$ cat src/rtl/gcu_pkg.sv
package gcu_pkg;
    typedef struct packed {
        logic g_q;     // registered polarized gate
        logic tff;     // toggle stage
        logic lvl_q;   // registered mode-shaped level
        logic go;      // single-pulse armed
        logic run;     // single-pulse window open
        logic eff_q;   // registered effective level
        logic gif;     // gate event flag
    } gate_st_t;
endpackage

$ cat src/rtl/gcu_gate_sync.sv
module gcu_gate_sync #(
    parameter int STAGES = 2
) (
    input  logic clk,
    input  logic rst_n,
    input  logic gate_in,
    input  logic pol,
    output logic g
);
    logic [STAGES-1:0] sh_d, sh_q;

    generate
        if (STAGES == 1) begin : g_one
            always_comb sh_d = gate_in;
        end else begin : g_many
            always_comb sh_d = {sh_q[STAGES-2:0], gate_in};
        end
    endgenerate

    always_ff @(posedge clk or negedge rst_n) begin
        if (!rst_n) sh_q <= '0;
        else        sh_q <= sh_d;
    end

    assign g = pol ? sh_q[STAGES-1] : ~sh_q[STAGES-1];
endmodule

$ cat src/rtl/gcu_gate_path.sv
module gcu_gate_path
    import gcu_pkg::*;
(
    input  logic clk,
    input  logic rst_n,
    input  logic g,
    input  logic toggle,
    input  logic sp_en,
    input  logic go_set,
    input  logic gif_clr,
    output logic gate_val,
    output logic go,
    output logic gif
);
    gate_st_t st_d, st_q;
    logic lvl, g_rise, lvl_rise, lvl_fall, eff;

    always_comb begin
        lvl      = toggle ? st_q.tff : st_q.g_q;
        g_rise   = g & ~st_q.g_q;
        lvl_rise = lvl & ~st_q.lvl_q;
        lvl_fall = ~lvl & st_q.lvl_q;
        eff      = sp_en ? (st_q.go & lvl & (st_q.run | lvl_rise)) : lvl;

        st_d       = st_q;
        st_d.g_q   = g;
        st_d.tff   = toggle ? (st_q.tff ^ g_rise) : 1'b0;
        st_d.lvl_q = lvl;
        st_d.run   = sp_en & eff;
        if (!sp_en)                     st_d.go = 1'b0;
        else if (go_set)                st_d.go = 1'b1;
        else if (st_q.run && lvl_fall)  st_d.go = 1'b0;
        st_d.eff_q = eff;
        st_d.gif   = (st_q.gif & ~gif_clr) | (st_q.eff_q & ~eff);
    end

    always_ff @(posedge clk or negedge rst_n) begin
        if (!rst_n) st_q <= '0;
        else        st_q <= st_d;
    end

    assign gate_val = eff;
    assign go       = st_q.go;
    assign gif      = st_q.gif;

    p_tff_held_r6: assert property (@(posedge clk) disable iff (!rst_n)
        !toggle |=> !st_q.tff);
    p_go_drop_r8: assert property (@(posedge clk) disable iff (!rst_n)
        !sp_en |=> !go);
    p_trail_clear_r7: assert property (@(posedge clk) disable iff (!rst_n)
        (sp_en && st_q.run && lvl_fall && !go_set) |=> !go);
    p_sp_idle_r7: assert property (@(posedge clk) disable iff (!rst_n)
        (sp_en && !go) |-> !gate_val);
    p_gate_fall_r11: assert property (@(posedge clk) disable iff (!rst_n)
        (st_q.eff_q && !gate_val) |=> gif);
endmodule

$ cat src/rtl/gcu_count.sv
module gcu_count #(
    parameter int W = 16
) (
    input  logic         clk,
    input  logic         rst_n,
    input  logic         inc,
    input  logic         wr,
    input  logic [W-1:0] wdata,
    input  logic         rif_clr,
    output logic [W-1:0] cnt,
    output logic         rif
);
    typedef struct packed {
        logic [W-1:0] cnt;
        logic         rif;
    } cnt_st_t;

    cnt_st_t c_d, c_q;

    always_comb begin
        c_d = c_q;
        if (wr)       c_d.cnt = wdata;
        else if (inc) c_d.cnt = c_q.cnt + 1'b1;
        c_d.rif = (c_q.rif & ~rif_clr) | (~wr & inc & (&c_q.cnt));
    end

    always_ff @(posedge clk or negedge rst_n) begin
        if (!rst_n) c_q <= '0;
        else        c_q <= c_d;
    end

    assign cnt = c_q.cnt;
    assign rif = c_q.rif;

    p_wr_prio_r3: assert property (@(posedge clk) disable iff (!rst_n)
        wr |=> cnt == $past(wdata));
    p_wrap_r4: assert property (@(posedge clk) disable iff (!rst_n)
        (!wr && inc && (&cnt)) |=> (cnt == '0) && rif);
    p_hold_r2: assert property (@(posedge clk) disable iff (!rst_n)
        (!wr && !inc) |=> $stable(cnt));
endmodule

$ cat src/rtl/gated_count_ctl.sv
module gated_count_ctl #(
    parameter int CNT_W       = 16,
    parameter int SYNC_STAGES = 2
) (
    input  logic             clk,
    input  logic             rst_n,
    input  logic             tick,
    input  logic             gate_in,
    input  logic             ctl_on,
    input  logic             ctl_gate_en,
    input  logic             ctl_pol,
    input  logic             ctl_toggle,
    input  logic             ctl_sp_en,
    input  logic             go_set,
    input  logic             gif_clr,
    input  logic             rif_clr,
    input  logic             gie,
    input  logic             rie,
    input  logic             cnt_wr,
    input  logic [CNT_W-1:0] cnt_wdata,
    output logic [CNT_W-1:0] cnt_q,
    output logic             go_busy,
    output logic             gate_val,
    output logic             gate_if,
    output logic             roll_if,
    output logic             irq
);
    logic g_pol, inc;

    gcu_gate_sync #(.STAGES(SYNC_STAGES)) u_sync (
        .clk(clk), .rst_n(rst_n), .gate_in(gate_in), .pol(ctl_pol), .g(g_pol)
    );

    gcu_gate_path u_path (
        .clk(clk), .rst_n(rst_n), .g(g_pol), .toggle(ctl_toggle),
        .sp_en(ctl_sp_en), .go_set(go_set), .gif_clr(gif_clr),
        .gate_val(gate_val), .go(go_busy), .gif(gate_if)
    );

    assign inc = ctl_on & tick & (~ctl_gate_en | gate_val);

    gcu_count #(.W(CNT_W)) u_cnt (
        .clk(clk), .rst_n(rst_n), .inc(inc), .wr(cnt_wr), .wdata(cnt_wdata),
        .rif_clr(rif_clr), .cnt(cnt_q), .rif(roll_if)
    );

    assign irq = (gate_if & gie) | (roll_if & rie);

    p_off_hold_r2: assert property (@(posedge clk) disable iff (!rst_n)
        (!ctl_on && !cnt_wr) |=> $stable(cnt_q));
endmodule

$ cat config.mk
export PLATFORM = sky130hd
export DESIGN_NAME = gated_count_ctl
export DESIGN_NICKNAME = d
export VERILOG_FILES = /design/src/rtl/gcu_pkg.sv /design/src/rtl/gcu_gate_sync.sv /design/src/rtl/gcu_gate_path.sv /design/src/rtl/gcu_count.sv /design/src/rtl/gated_count_ctl.sv
export SDC_FILE = /design/constraint.sdc
export NUM_CORES = 1
export LEC_CHECK = 0
export ABC_CLOCK_PERIOD_IN_PS = 4800
export BUFFER_PORTS_ARGS = -buffer_cell sky130_fd_sc_hd__clkbuf_2
export CORE_ASPECT_RATIO = 0.6
export CORE_MARGIN = 5
export CORE_UTILIZATION = 53
export DETAILED_ROUTE_END_ITERATION = 7
export PLACE_DENSITY = 0.84
export SETUP_SLACK_MARGIN = 0.02
export SYNTH_ARGS = -nofsm -noshare
export SYNTH_HDL_FRONTEND = slang
export SYNTH_SLANG_ARGS = --single-unit
$ cat constraint.sdc
create_clock -name clk -period 4.8 [get_ports clk]
set_input_delay 0.24 -clock clk [delete_from_list [all_inputs] [get_ports clk]]
set_output_delay 0.24 -clock clk [all_outputs]
set_load 0.005 [all_outputs]
==> key figures <==
Outcome
  • Status: finished, violations left
  • Failing checks: negative hold slack

Global routing
  • Initial antenna violation count: 0
  • Largest net degree at the start of global routing: 31
  • GRT Total Usage: about 18%
  • Vias in the first global route: ~1300
  • First-pass GRT wire length: 5780 um
  • GRT overflow: 0

Pwr
  • Leakage: between 0.0007 and 0.0008 uW
  • Switching pwr: 141 uW
  • Sequential power share: a little over half
  • Clock network power share: between 20% and 30%
  • Sw Share: approximately 29%
  • Comb pwr share: 21.6%
  • Peak VDD IR: 0.158 mV
  • Pint: 346 uW
  • Pwr dens: 271 nW/um2

Synthesis
  • Mapped Nets: 179
  • Yosys cell types: 35
  • Post-Syn Instances: 147
  • Yosys reg bits: 26
  • Syn_area_per_cell: 10.3 um2
  • Mapped Area: 1520 um2
  • Sequential fraction of the synthesis area: a little over two fifths
  • Yosys warns: 0

Layout
  • Layout Area Growth over Synthesis: 18.5%
  • Core Util, Final: 63.9%
  • Most frequent cells in the layout: clkbuf_2, dfrtp_1, nand2_1
  • Ant. Diodes: 0
  • Final std cells w/o fill: about 230
  • # nets final: 227
  • # fillers: ~240
  • Commonest non-fill, non-tap cell in the layout: clkbuf_2
  • Layout cells sized above 1: between 30% and 40%

Place
  • Gpl congestion: roughly 0.86
  • Port Buffer Count: 51
  • Post-placement cell count: roughly 220
  • HPWL Detailed: between 2000 and 3000 um
  • Pre-CTS WS: approximately 2500 ps

Die
  • Initial Util: a little over half
  • Chip width: 79.1 um
  • Die area: between 4000 and 5000 um2
  • Die height: 51.5 um
  • Std cell rows: 15
  • Floorplan core area: ~2800 um2
  • Io pins: 52

Timing
  • Fin crit share: about 48%
  • Post-route setup slack: about 2500 ps
  • Final hold violations: 26
  • Unrepaired setup endpoints after global routing: false
  • Worst Skew: about 3.6 ps
  • Measured slew at the worst slew-check pin: 1080 ps
  • Setup TNS: 0 ps
  • WHS: -16.1 ps
  • Slew margin rel.: around 28%
  • Max Slew Vio Count: 0
  • Final setup fails: 0
  • Final Critical Period: 2300 ps
  • Fmax: 0.435 GHz

Route
  • Via-to-Cell Ratio: 5.57
  • Initial DRT Pass Iterations: 4
  • Iteration-0 DRC Markers: 84
  • Remaining DRCs: 0
  • WL/cell: ~15 um
  • Routed Antenna Nets: 0
  • Via count: approximately 1300
  • Drt total wl: between 3000 and 4000 um

Clock tree
  • CTS root buf: clkbuf_8
  • Clock transition at path regs: about 80 ps
  • CTS resizes: 0
  • H-tree levels: 1
  • Post-CTS setup buffer count: 0
  • TritonCTS clock tree: built
  • Clock sink count: 26
  • Clk_lat worst skew: approximately 270 ps
  • Cts bufs inserted: 3
  • Post-CTS Hold Buffers: 0
  • CTS max path bufs: 2

Worst setup path
  • Worst Setup Start Kind: register
  • Crit Path Category: register to register
  • Crit path cell chain: nand2b_1, a21oi_2, nor3_2, mux2_1, mux2_2
  • Critical Path RT: 4960 ps
  • Max FO, Critical Path: 15
  • Worst EP arrival: approximately 2500 ps
  • CP bufs+invs: 0
  • Crit path launch: u_path.st_q[2]
  • Worst path slowest cell: a21oi_2
  • Slowest cell delay on critical path: 820 ps
  • Crit path max-delay family: compound AO/OA/AOI/OAI gates
  • RR Startpoint: u_path.st_q[2]
  • Critical path capture point type: register

Min path
  • Hold/Removal Path Class: primary input to asynchronous set/reset pin

Flow run
  • Max-Cap Viols: 0
-- power groups by stage --
stage / combinational, uW / clock (uW) / sequential (uW)
after floorplan: 67.1 / 0 / 263
after CTS: 107 / 125 / 262
final: 105 / 120 / 262
after detailed placement: 107 / 0 / 266
after global routing: 118 / 134 / 266
after global placement: 102 / 0 / 264
-- flip-flops by register name, indices dropped and copies added (netlist names) --
register and flops:
u_sync.sh_q 2, u_path.gif 1, u_path.go 1, u_path.st_q 5, u_cnt.cnt 16, u_cnt.rif 1
-- through the flow --
stage          total power, uW  area (um2)
6_report                   487        1800
5_1_grt                    518        1800
4_1_cts                    494        1800
3_5_place_dp               373        1760
3_3_place_gp               366        1760
2_1_floorplan              330        1520
-- cell type report --
| type | count | area [um2] | share of cell area, % |
|---|---|---|---|
| flip-flops and latches | 26 | 651 | 36.2 |
| inverters | 4 | 15.0 | 0.834 |
| well taps | 34 | 42.5 | 2.36 |
| clock buffers | 3 | 41.3 | 2.29 |
| repair buffers | 51 | 255 | 14.2 |
| multi-input cells | 109 | 795 | 44.2 |
-- kinds of logic after synthesis --
kind of cell / count (synthesis) / synth area share, %
DFF: 26 / 42.9
adders and majority gates: 1 / 0.824
muxes: 7 / 5.36
AOI/OAI and AO/OA: 17 / 6.51
and+or+nand+nor: 69 / 31.0
buffers and inverters: 12 / 4.78
xor gates and xnor gates: 15 / 8.66
-- metal layers --
metal / share of wire, % / track usage (%) / vias to the layer above
li1: - / - / 615
met1: 45 / 23.9 / 605
met2: 47 / 30.3 / 43
met3: 6.8 / 4.75 / 2
met4: 0.74 / 3.43 / 0
met5: 0 / 0 / -
-- cells in the mapped netlist --
cell | n | share of area (%)
nand3b_1 | 1 | 0.49
a221o_1 | 1 | 0.66
dfrtp_1 | 26 | 43
o22ai_1 | 1 | 0.41
o21ai_1 | 6 | 2.0
nor3_2 | 1 | 0.66
buf_4 | 1 | 0.49
xor2_1 | 4 | 2.3
nand2_1 | 21 | 5.2
mux2_1 | 1 | 0.74
mux2_2 | 5 | 3.7
buf_12 | 1 | 1.3
nor2b_1 | 2 | 0.82
a21oi_1 | 3 | 0.99
and3_1 | 4 | 1.6
mux2i_2 | 1 | 0.91
o21ai_0 | 4 | 1.3
nor3b_1 | 2 | 0.99
xnor2_1 | 11 | 6.3
nand4_1 | 7 | 2.9
inv_1 | 4 | 0.99
buf_6 | 1 | 0.74
a21oi_2 | 1 | 0.58
nor4_1 | 3 | 1.2
nor4_4 | 6 | 8.4
and2_1 | 4 | 1.6
nor2_1 | 2 | 0.49
nand3_1 | 4 | 1.3
and2_4 | 1 | 0.58
nand2b_1 | 3 | 1.2
a22o_1 | 1 | 0.58
nor3_1 | 5 | 1.6
clkbuf_1 | 5 | 1.2
ha_1 | 1 | 0.82
and4_1 | 3 | 1.7
-- path summary, 6_finish.rpt --
| kind | to | slack (ps) | depth (start not counted) |
|---|---|---|---|
| min in group clk | u_sync.sh_q[0] | 80 | 1 |
| max in group asynchronous | u_sync.sh_q[1] | 4390 | 1 |
| setup reg to reg | u_cnt.cnt[1] | 2500 | 5 |
| hold / removal | u_cnt.cnt[14] | -20 | 1 |
| hold reg to reg | u_sync.sh_q[1] | 360 | 0 |
| setup / recovery | u_cnt.cnt[1] | 2500 | 5 |
(Power assumes the default switching activity.)
